--- config.mk ---
export PLATFORM = sky130hd
export DESIGN_NAME = cl_rank_sel
export DESIGN_NICKNAME = d
export VERILOG_FILES = /design/src/rtl/cl_rank_pkg.sv /design/src/rtl/rank_threshold.sv /design/src/rtl/window_seq.sv /design/src/rtl/bit_counter.sv /design/src/rtl/cl_rank_sel.sv
export SDC_FILE = /design/constraint.sdc
export NUM_CORES = 1
export LEC_CHECK = 0
export CAP_MARGIN = 20
export CELL_PAD_IN_SITES_DETAIL_PLACEMENT = 1
export CELL_PAD_IN_SITES_GLOBAL_PLACEMENT = 2
export CORE_MARGIN = 2
export CORE_UTILIZATION = 42
export DETAILED_ROUTE_END_ITERATION = 8
export DONT_BUFFER_PORTS = 1
export PLACE_DENSITY = 0.92
export SETUP_SLACK_MARGIN = 0.02
export SYNTH_ARGS = -nofsm -noshare
export SYNTH_HDL_FRONTEND = slang
export SYNTH_HIERARCHICAL = 1
export SYNTH_SLANG_ARGS = --single-unit
--- constraint.sdc ---
create_clock -name clk_i -period 3.74 [get_ports clk_i]
set_input_delay 0.748 -clock clk_i [delete_from_list [all_inputs] [get_ports clk_i]]
set_output_delay 0.748 -clock clk_i [all_outputs]
set_load 0.1 [all_outputs]
--- src/rtl/cl_rank_pkg.sv ---
package cl_rank_pkg;
  typedef enum logic {
    ST_IDLE = 1'b0,
    ST_ACC  = 1'b1
  } seq_state_e;

  localparam int unsigned MAX_WIN = 31;
endpackage

--- src/rtl/rank_threshold.sv ---
module rank_threshold #(
  parameter int unsigned WIN_N = 9,
  parameter int unsigned CNT_W = 4
) (
  input  logic             clk_i,
  input  logic             rst_ni,
  input  logic             load_i,
  input  logic [CNT_W-1:0] rank_i,
  output logic [CNT_W-1:0] thr_o
);
  logic [CNT_W-1:0] rank_c;
  logic [CNT_W-1:0] thr_d;

  // clamp rank into 1..WIN_N
  always_comb begin
    if (rank_i == '0)                      rank_c = CNT_W'(1);
    else if (rank_i > CNT_W'(WIN_N))       rank_c = CNT_W'(WIN_N);
    else                                   rank_c = rank_i;
    thr_d = CNT_W'(32'(WIN_N) + 32'd1 - 32'(rank_c));
  end

  always_ff @(posedge clk_i or negedge rst_ni) begin
    if (!rst_ni)     thr_o <= CNT_W'(WIN_N);
    else if (load_i) thr_o <= thr_d;
  end
endmodule

--- src/rtl/window_seq.sv ---
module window_seq
  import cl_rank_pkg::*;
#(
  parameter int unsigned WIN_N = 9,
  parameter int unsigned CNT_W = 4
) (
  input  logic             clk_i,
  input  logic             rst_ni,
  input  logic             start_i,
  input  logic             word_valid_i,
  output logic             acc_en_o,
  output logic             last_o,
  output logic [CNT_W-1:0] word_cnt_o
);
  seq_state_e       state_q;
  logic [CNT_W-1:0] cnt_q;

  assign acc_en_o   = (state_q == ST_ACC) && word_valid_i && !start_i;
  assign last_o     = acc_en_o && (cnt_q == CNT_W'(WIN_N - 1));
  assign word_cnt_o = cnt_q;

  always_ff @(posedge clk_i or negedge rst_ni) begin
    if (!rst_ni) begin
      state_q <= ST_IDLE;
      cnt_q   <= '0;
    end else if (start_i) begin
      state_q <= ST_ACC;
      cnt_q   <= '0;
    end else if (last_o) begin
      state_q <= ST_IDLE;
      cnt_q   <= '0;
    end else if (acc_en_o) begin
      cnt_q   <= cnt_q + CNT_W'(1);
    end
  end
endmodule

--- src/rtl/bit_counter.sv ---
module bit_counter #(
  parameter int unsigned CNT_W = 4
) (
  input  logic             clk_i,
  input  logic             rst_ni,
  input  logic             clr_i,
  input  logic             en_i,
  input  logic             bit_i,
  input  logic [CNT_W-1:0] thr_i,
  output logic [CNT_W-1:0] cnt_o,
  output logic             hit_o
);
  logic [CNT_W-1:0] cnt_q;
  logic [CNT_W-1:0] sum;

  // single bit added into a narrow accumulator
  assign sum   = cnt_q + CNT_W'(bit_i);
  assign hit_o = (sum >= thr_i);
  assign cnt_o = cnt_q;

  always_ff @(posedge clk_i or negedge rst_ni) begin
    if (!rst_ni)   cnt_q <= '0;
    else if (clr_i) cnt_q <= '0;
    else if (en_i)  cnt_q <= sum;
  end
endmodule

--- src/rtl/cl_rank_sel.sv ---
module cl_rank_sel #(
  parameter int unsigned DATA_W = 8,
  parameter int unsigned WIN_N  = 9,
  localparam int unsigned CNT_W = $clog2(WIN_N + 1)
) (
  input  logic              clk_i,
  input  logic              rst_ni,
  input  logic              start_i,
  input  logic [CNT_W-1:0]  rank_i,
  input  logic              word_valid_i,
  input  logic [DATA_W-1:0] word_i,
  output logic [DATA_W-1:0] result_o,
  output logic              valid_o
);
  logic                    acc_en;
  logic                    last;
  logic [CNT_W-1:0]        word_cnt;
  logic [CNT_W-1:0]        thr_q;
  logic [DATA_W-1:0]       hit;
  logic [DATA_W*CNT_W-1:0] cnt_flat;
  logic [DATA_W-1:0]       result_q;
  logic                    valid_q;

  window_seq #(.WIN_N(WIN_N), .CNT_W(CNT_W)) i_seq (
    .clk_i        (clk_i),
    .rst_ni       (rst_ni),
    .start_i      (start_i),
    .word_valid_i (word_valid_i),
    .acc_en_o     (acc_en),
    .last_o       (last),
    .word_cnt_o   (word_cnt)
  );

  rank_threshold #(.WIN_N(WIN_N), .CNT_W(CNT_W)) i_thr (
    .clk_i  (clk_i),
    .rst_ni (rst_ni),
    .load_i (start_i),
    .rank_i (rank_i),
    .thr_o  (thr_q)
  );

  for (genvar b = 0; b < DATA_W; b++) begin : g_bit
    bit_counter #(.CNT_W(CNT_W)) i_cnt (
      .clk_i  (clk_i),
      .rst_ni (rst_ni),
      .clr_i  (start_i),
      .en_i   (acc_en),
      .bit_i  (word_i[b]),
      .thr_i  (thr_q),
      .cnt_o  (cnt_flat[b*CNT_W +: CNT_W]),
      .hit_o  (hit[b])
    );
  end

  always_ff @(posedge clk_i or negedge rst_ni) begin
    if (!rst_ni) begin
      result_q <= '0;
      valid_q  <= 1'b0;
    end else begin
      valid_q <= last;
      if (last) result_q <= hit;
    end
  end

  assign result_o = result_q;
  assign valid_o  = valid_q;
endmodule

==> results of run 1 <==
-- worst reg2reg max path, cell delays in order, from the launching register on --
cell	delay, ps
dfrtp_1	390
ha_1	220
ha_1	300
ha_1	310
a2111oi_2	320
nor3_1	100
mux2_4	260
-- sequential cells by signal, summed over array words and instances, names as in the netlist --
signal and count:
g_bit.i_cnt/cnt_o 32, i_seq/state_q 1, i_seq/word_cnt_o 4, i_thr/thr_o 4, result_o 8, valid_o 1
-- worst min path at each step --
stage | end | slack, ps | depth (start not counted)
after CTS | g_bit[4].i_cnt/cnt_o[1]$_DFFE_PN0P_ | 110 | 0
after detailed placement | g_bit[0].i_cnt/cnt_o[1]$_DFFE_PN0P_ | 450 | 0
after global placement | g_bit[0].i_cnt/cnt_o[2]$_DFFE_PN0P_ | 450 | 0
after global routing | g_bit[2].i_cnt/cnt_o[1]$_DFFE_PN0P_ | 100 | 0
after floorplan | g_bit[0].i_cnt/cnt_o[0]$_DFFE_PN0P_ | 450 | 0
final | g_bit[2].i_cnt/cnt_o[2]$_DFFE_PN0P_ | 120 | 0
-- logic make-up after synthesis --
kind of cell               share of synthesized area, %
AOI/OAI and AO/OA                                  5.04
DFF                                                37.7
and+or+nand+nor                                    15.4
adders and majority gates                          19.2
buffers and inverters                              4.40
muxes                                              9.36
xor gates and xnor gates                           8.95
-- power groups by stage --
stage	sequential (W)	combinational (W)	clock [W]
after floorplan	0.000597	0.000161	0
after global placement	0.000609	0.000182	0
after detailed placement	0.000610	0.000195	0
after CTS	0.000600	0.000197	0.000329
after global routing	0.000602	0.000228	0.000346
final	0.000599	0.000193	0.000312
-- layout by cell type (no fill, tap or decap), types with 9 or more instances in the layout --
master / count
xor2_1: 24
nand2b_1: 9
nand3_1: 12
dfrtp_1: 48
ha_1: 51
nor2_1: 44
mux2i_1: 18
inv_1: 36
nand2_1: 13
nor3_1: 16
xnor2_1: 10
-- through the flow --
step           hold slack (ps)  setup slack [ps]  cells
6_report                   124              1670    435
5_1_grt                   97.5              1570    435
3_3_place_gp               454              1400    427
3_5_place_dp               454              1370    427
2_1_floorplan              452               561    325
4_1_cts                    107              1680    435
-- per-layer routing --
layer  track usage, %  routed length [um]
met5                0                   0
met3             4.59                 257
met4             3.68                  63
met1             21.3                3180
met2             29.5                3160
-- cell type report --
type / instances / area (um2)
fillers: 881 / 4150
multi-input cells: 238 / 1940
well taps: 102 / 128
flip-flops and latches: 50 / 1250
repair buffers: 1 / 7.51
inverters: 36 / 135
clock buffers: 8 / 80.1
==> results.toml, run 1 <==
[logic_synthesis]
synth_area_per_cell_um2 = 10.2
synth_flop_cell = "dfrtp_1"
synth_nets = 392
postSynthCellCount = 325
ys_ff_latch = 50
synth_enable_flop_cells = 0
synth_largest_area_cell = "dfrtp_1"
netlist.area_leader.share_pct = 36.1
synth_area_um2 = 3330
yosysWarningCount = 6
synth.distinct_cells = 27
synth_commonest_cells = "ha_1, dfrtp_1, nor2_1"
async_reset_ff_share_pct = 100
post-synth-top-count-cell = "ha_1"
yosys-top-cells-area = "dfrtp_1, ha_1, xor2_1, mux2i_1, nor2_1"
yosysSeqAreaShare_pct = 37.7

[place]
port_buffers = 0
placed_area_um2 = 3460
gp_congestion = 0.707
hpwl_mm = 4.61

[sta]
finalCritPeriodShare_pct = 55.3
min_period_ps = 2070
relSlewSlack_pct = 38.0
hold_viol = 0
finClkSkew_ps = 12.4
worst_pin_slew_ps = 931
rsz0062_at_grt = "no"
tns_ps = 0
setup_violations = 0
slew_viol_final = 0
max_freq_mhz = 484

[pwr]
intPower_w = 0.000792
seq_power_share_pct = 54.2
sw_frac_of_total_pct = 28.2
clkPwrFrac_pct = 28.3
leakage_nw = 1.79
ir_drop_uv = 187
p_comb_share_pct = 17.5
power.density_nw_per_um2 = 312
p_total_w = 0.00110
netSwitchingPower_w = 0.000312

[clock_network]
cts_root_buffer = "clkbuf_8"
ctsHtreeMaxLevel = 2
cts_resized = 0
cts-hold-fix-buffers = 0
cts_num_sinks = 50
clkTransAtPathRegs_ps = 100
cts_tree = "built"
clkLatencyLatePin_ps = 300
numCtsBuffers = 5
clockBufferDepth = 2
cts_setup_buffers = 0

[drt]
drc = 0
ant_nets = 0
wire_per_inst_um = 15.3
num_vias = 2270
routed_wl_mm = 6.67
dr.pass1.iters = 4
viasPerCell = 5.22
drtIter0Drc = 45

[cells_and_area]
drive_gt1_share_pct = 8.41
antenna_cells = 0
nets = 399
post-route-util_pct = 46.0
syn_to_final_growth_pct = 6.35
design_area_um2 = 3540

[worst_hold_path]
hp-class = "input pin to async pin"

[global_routing]
grt_pass1_vias = 2525
grt_max_degree = 51
groute.usage.overall_pct = 17.0
overflow = 0
antenna_found_initial = 0
grt_pass1_wl_mm = 11.6

[floorplan]
die_x_um = 93.0
core-area_um2 = 7690
die_h_um = 93.0
start_util_pct = 43.3
num_io_pins = 25
die_area_um2 = 8650
placementRows = 32

[setup_path]
endpoint = "result_o[7]$_DFFE_PN0P_"
crit_cells = 6
path_buf_inv = 0
cpMostUsedCell = "ha_1"
r2r-start = "g_bit[7].i_cnt/cnt_o[0]$_DFFE_PN0P_"
r2r_setup_slack_ps = 1740
cp-end-kind = "flip-flop"
cp-startpoint = "word_i[7]"
cp.required_ps = 3930
cp.arrival_ps = 2260
path_class = "input pin to flip-flop"
r2r_cells = 6
cpPeakStageDelay_ps = 320
crit_slowest_cell = "a2111oi_2"
path_delay_family = "adder cells"
critPathLaunchType = "input pin"
cp_cell_sequence = "ha_1, ha_1, ha_1, a2111oi_2, nor3_1, mux2_4"
r2r_end = "result_o[7]$_DFFE_PN0P_"
crit_fanout = 3

[flow_run]
maxCapViolations = 0

[status]
status = "complete, no violations"
(Power assumes the default switching activity.)
==> run 2, diff against run 1 <==
- ABC_AREA: not set -> 1
- CORE_UTILIZATION: 42 -> 34
- PLACE_DENSITY: 0.92 -> 0.88
- clock period: 3.74 -> 1.7 ns (I/O delays scaled with it)
==> run 2 against run 1 <==
  * The flow now finishes with violations (negative setup slack)
  * Total power up 140%
  * Non-clock buffer count up 39
  * Combinational power rose to 3.2 times the previous value
  * Clock power up 140%
  * Sequential share of layout area down 7.0 points
  * Die area up 26%
  * Clock-buffer cell count down 3
  * Critical path depth up 6
  * Via count up 31%
  * Clock skew up 1.2 ps
  * Routed wire length up 33%
  * Global-route usage about the same
==> results.toml, run 2 <==
[cells_and_area]
design_area_um2 = 4410
antenna_cells = 0
fillers = 1193
syn_to_final_growth_pct = 28.6
final_cell_mix = "nand2_1, inv_1, dfrtp_1"
multi_input_area_um2 = 2230
final_common_cell = "nand2_1"
nets = 557
seqCellArea_um2 = 1250
largest_reg_flops = 32
drive_gt1_share_pct = 23.2

[floorplan]
die_h_um = 104
die_x_um = 104
placementRows = 36
start_util_pct = 35.0
num_io_pins = 25
die_area_um2 = 10900
core-area_um2 = 9770

[global_routing]
grtUsageMet1_pct = 20.5
grt_util_met3_pct = 2.69
antenna_found_initial = 0
grt_max_degree = 51
grt_pass1_vias = 3271
met2_usage_pct = 31.8
busiest_layer = "met2"
grt_pass1_wl_mm = 15.2
overflow = 0
groute.usage.overall_pct = 17.1

[sta]
max_freq_mhz = 574
hold_viol = 0
relSlewSlack_pct = 73.7
slew_viol_final = 0
rsz0062_at_grt = "yes"
worst_slack_ps = -41.6
finalCritPeriodShare_pct = 102
min_period_ps = 1740
finClkSkew_ps = 13.7
tns_ps = -95.4
setup_violations = 5
worst_pin_slew_ps = 395

[setup_path]
cp-startpoint = "g_bit[6].i_cnt/cnt_o[0]$_DFFE_PN0P_"
r2r_end = "result_o[6]$_DFFE_PN0P_"
crit_fanout = 2
cp.required_ps = 1920
cp-end-kind = "flip-flop"
r2r_cells = 12
critPathLaunchType = "flip-flop"
r2r-start = "g_bit[6].i_cnt/cnt_o[0]$_DFFE_PN0P_"
path_class = "flip-flop to flip-flop"
r2r_setup_slack_ps = -40
cp.arrival_ps = 1960

[logic_synthesis]
netlist.area_leader.share_pct = 35.1
postSynthCellCount = 444
synth.distinct_cells = 22
synth_area_per_cell_um2 = 7.71
yosys-top-cells-area = "dfrtp_1, ha_1, nand2_1, inv_1, nand3_1"
yosysWarningCount = 6
synth_nets = 511
synth_flop_cell = "dfrtp_1"
async_reset_ff_share_pct = 100
post-synth-top-count-cell = "nand2_1"
synth_largest_area_cell = "dfrtp_1"
synth_commonest_cells = "nand2_1, inv_1, ha_1"
yosysSeqAreaShare_pct = 36.6
ys_ff_latch = 50
synth_enable_flop_cells = 0
synth_area_um2 = 3420

[clock_network]
numCtsBuffers = 5
cts_root_buffer = "clkbuf_8"
cts_num_sinks = 50
cts_tree = "built"
clkLatencyLatePin_ps = 320
ctsHtreeMaxLevel = 2
clockBufferDepth = 2
clkTransAtPathRegs_ps = 110

[drt]
ant_nets = 0
routed_wl_mm = 8.87
drtIter0Drc = 125
wire_per_inst_um = 14.2
drc = 0
dr.pass1.iters = 4
num_vias = 2971
viasPerCell = 4.76

[worst_hold_path]
min_from = "start_i"
hp-class = "input pin to flip-flop"
hold_path_depth = 2
worstHoldEndpoint = "i_thr/thr_o[0]$_DFFE_PN1P_"

[pwr]
leakage_nw = 2.28
p_total_w = 0.00265
ir_drop_uv = 320
power.density_nw_per_um2 = 601

[place]
placed_area_um2 = 3740
port_buffers = 0
hpwl_mm = 6.15
gp_congestion = 0.773

[status]
failed_checks = "negative setup slack"
status = "complete, but fails checks"

[flow_run]
maxCapViolations = 0
## run 2: where the power goes
part	total [W]	internal [W]	switching, W
clock	0.000744	0.000296	0.000448
sequential	0.00129	0.00123	0.0000616
combinational	0.000615	0.000241	0.000374
## run 2: timing repair
action / in CTS / in global routing
hold endpoints to repair: 50 / 0
setup buffers: 12 / 4
gates resized for setup: 40 / 30
hold buffers: 2 / 0
pin swaps: 26 / 18
setup endpoints to repair: 8 / 9
## run 2: metrics by stage
stage                     util [%]  instances  hold WS, ps  setup WS (ps)
after floorplan                  -        444         44.4           21.5
after CTS                     42.9        620          105          -39.0
final                         45.1        624          124          -41.6
after global placement        38.3        598         46.0          -90.8
after detailed placement      38.3        598         45.9           -140
after global routing          45.1        624          115           -150
## run 2: logic make-up after synthesis
logic type,count (synthesis),synth area share (%)
simple gates,206,26.2
fa+ha+maj,51,18.6
compound gates,38,6.36
buf+inv,91,10.2
flops,50,36.6
xor+xnor,8,2.05
## run 2: layout make-up
class / count / share of cell area [%]
clock inverters: 3 / 0.540
inverters: 90 / 7.67
multi-input cells: 303 / 50.6
clock buffers: 5 / 1.56
repair buffers: 40 / 7.41
flip-flops and latches: 50 / 28.5
well taps: 133 / 3.78
## run 2: worst max-delay path, stage by stage (launching register included)
cell and delay (ps):
dfrtp_1 420, ha_4 180, buf_6 110, nand3_2 60, nand2_1 70, and2_1 150
ha_1 300, nand2_1 60, inv_1 50, nand2_1 60, nand3_1 80, nand2_1 60
nand2_1 50
## run 2: layer usage
layer,routed length (um),vias to the layer above
met1,4010,1442
met2,4550,26
met3,207,11
li1,-,1492
met4,96,0
met5,0,-
## run 2: worst max-delay path by stage
stage                                          to  slack (ps)  cells past startpoint
after global routing      result_o[6]$_DFFE_PN0P_        -150                     11
after global placement    result_o[0]$_DFFE_PN0P_         -90                     11
after floorplan           result_o[0]$_DFFE_PN0P_          20                     11
after detailed placement  result_o[2]$_DFFE_PN0P_        -140                     11
final                     result_o[6]$_DFFE_PN0P_         -40                     12
after CTS                 result_o[6]$_DFFE_PN0P_         -40                     11
==> run 3, diff against run 2 <==
- PLACE_DENSITY: 0.88 -> not set
- PLACE_DENSITY_LB_ADDON: not set -> 0.1
==> run 3 against run 2 <==
  * The run still ends with negative setup slack left
  * Fmax is 2.3% higher
  * Cell area is 1.3% higher
  * Combinational power hardly changed
  * Cell count is 1.1% lower
  * Register-to-register slack better by 40 ps
==> results.toml, run 3 (synthesis results as in run 2) <==
[cells_and_area]
drive_gt1_share_pct = 24.6
design_area_um2 = 4460
seqCellArea_um2 = 1250
nets = 550
syn_to_final_growth_pct = 30.4
fillers = 1173
multi_input_area_um2 = 2320
antenna_cells = 0
final_common_cell = "nand2_1"
largest_reg_flops = 32
final_cells = 617
final_cell_mix = "nand2_1, inv_1, dfrtp_1"

[drt]
wire_per_inst_um = 14.4
ant_nets = 0
routed_wl_mm = 8.90
drc = 0
num_vias = 2940
viasPerCell = 4.76
drtIter0Drc = 67
dr.pass1.iters = 4

[pwr]
p_total_w = 0.00281
power.density_nw_per_um2 = 630
p_comb_share_pct = 21.7
clkPwrFrac_pct = 32.4
leakage_nw = 2.26
netSwitchingPower_w = 0.000898
ir_drop_uv = 347
seq_power_share_pct = 45.9
sw_frac_of_total_pct = 31.9
intPower_w = 0.00192

[floorplan]
die_h_um = 104
die_area_um2 = 10900
num_io_pins = 25
start_util_pct = 35.0
die_x_um = 104
placementRows = 36
core-area_um2 = 9770

[status]
status = "complete, but fails checks"
failed_checks = "negative setup slack"

[clock_network]
cts_root_buffer = "clkbuf_8"
clkLatencyLatePin_ps = 310
clkTransAtPathRegs_ps = 110
ctsHtreeMaxLevel = 2
cts_tree = "built"
numCtsBuffers = 5
clockBufferDepth = 2
cts_num_sinks = 50

[sta]
hold_viol = 0
slew_viol_final = 0
min_period_ps = 1700
relSlewSlack_pct = 72.8
worst_slack_ps = -2.01
tns_ps = -2.01
finClkSkew_ps = 17.5
setup_violations = 1
max_freq_mhz = 588
finalCritPeriodShare_pct = 100
rsz0062_at_grt = "yes"
worst_pin_slew_ps = 408

[global_routing]
antenna_found_initial = 0
grt_pass1_wl_mm = 14.5
groute.usage.overall_pct = 16.4
grt_pass1_vias = 3092
grt_max_degree = 51
overflow = 0

[place]
port_buffers = 0
pre_cts_ws_ps = -131
gp_congestion = 0.765
hpwl_mm = 6.02
numPlacedInstances = 598
placed_area_um2 = 3750

[setup_path]
critPathLaunchType = "flip-flop"
cpPeakStageDelay_ps = 430
path_class = "flip-flop to flip-flop"
cp.arrival_ps = 1910
crit_slowest_cell = "dfrtp_1"
path_buf_inv = 2
cp_cell_sequence = "ha_4, ha_4, xnor2_4, inv_2, ha_4, nand2_2, inv_2, nand2_1, nand3_2, nand2_1, nand2_1"
cp.required_ps = 1910
cp-end-kind = "flip-flop"
crit_fanout = 3
path_delay_family = "adder cells"

[worst_hold_path]
hp-class = "input pin to flip-flop"

[flow_run]
maxCapViolations = 0
## run 3: cell types whose count changed in the layout (fill, tap and decap cells not counted), moves of 2 or more
cell	previous run	this run
xnor2_4	2	5
nand2_2	4	6
a21oi_2	3	8
ha_1	29	27
nand2_1	120	118
ha_4	21	24
xnor2_2	6	3
a21oi_1	5	0
inv_1	82	78
inv_2	8	12
buf_4	37	31
## run 3: layout make-up
class / instances / area share (%)
flip-flops and latches: 50 / 28.1
clock inverters: 3 / 1.09
inverters: 90 / 7.57
multi-input cells: 303 / 51.9
well taps: 133 / 3.73
repair buffers: 33 / 6.05
clock buffers: 5 / 1.54
## run 3: path summary, 6_finish.rpt
check / cells past startpoint / slack [ps] / from / end
max in group asynchronous: 2 / 840 / rst_ni / i_thr/thr_o[3]$_DFFE_PN1P_
hold reg to reg: 2 / 480 / result_o[7]$_DFFE_PN0P_ / result_o[7]$_DFFE_PN0P_
setup reg to reg: 11 / -2 / g_bit[0].i_cnt/cnt_o[0]$_DFFE_PN0P_ / result_o[0]$_DFFE_PN0P_
hold / removal: 1 / 120 / start_i / valid_o$_DFF_PN0_
min in group asynchronous: 2 / 570 / rst_ni / g_bit[7].i_cnt/cnt_o[2]$_DFFE_PN0P_
setup / recovery: 11 / -2 / g_bit[0].i_cnt/cnt_o[0]$_DFFE_PN0P_ / result_o[0]$_DFFE_PN0P_
## run 3: timing repair
action                                 in CTS  in global routing
gates cloned                                0                  0
setup buffers                               6                  3
pin swaps                                  28                 23
setup endpoints to repair                   8                  8
hold buffers                                2                  0
gates resized for setup                    41                 43
endpoints found under the hold margin      50                  0
## run 3: metal layers
layer / up-vias / track usage [%] / routed length (um)
li1: 1474 / - / -
met4: 0 / 2.90 / 53
met5: - / 0 / 0
met3: 5 / 2.88 / 222
met1: 1440 / 20.5 / 4080
met2: 21 / 29.6 / 4540
## run 3: worst reg2reg max path: stages (launching register included)
cell and delay [ps]:
dfrtp_1 430, ha_4 190, ha_4 170, xnor2_4 180
inv_2 60, ha_4 230, nand2_2 50, inv_2 40
nand2_1 70, nand3_2 60, nand2_1 60, nand2_1 50
## run 3: power groups by stage
stage | combinational (W) | clock, W | sequential [W]
after floorplan | 0.000330 | 0 | 0.00134
final | 0.000612 | 0.000911 | 0.00129
after CTS | 0.000555 | 0.000965 | 0.00129
after detailed placement | 0.000491 | 0 | 0.00131
after global placement | 0.000469 | 0 | 0.00131
after global routing | 0.000711 | 0.00100 | 0.00130
## run 3: stage by stage
step	hold slack [ps]	util, %
after floorplan	44.4	-
after global placement	46.3	38.4
after detailed placement	46.7	38.4
after CTS	103	43.0
after global routing	106	45.7
final	121	45.7
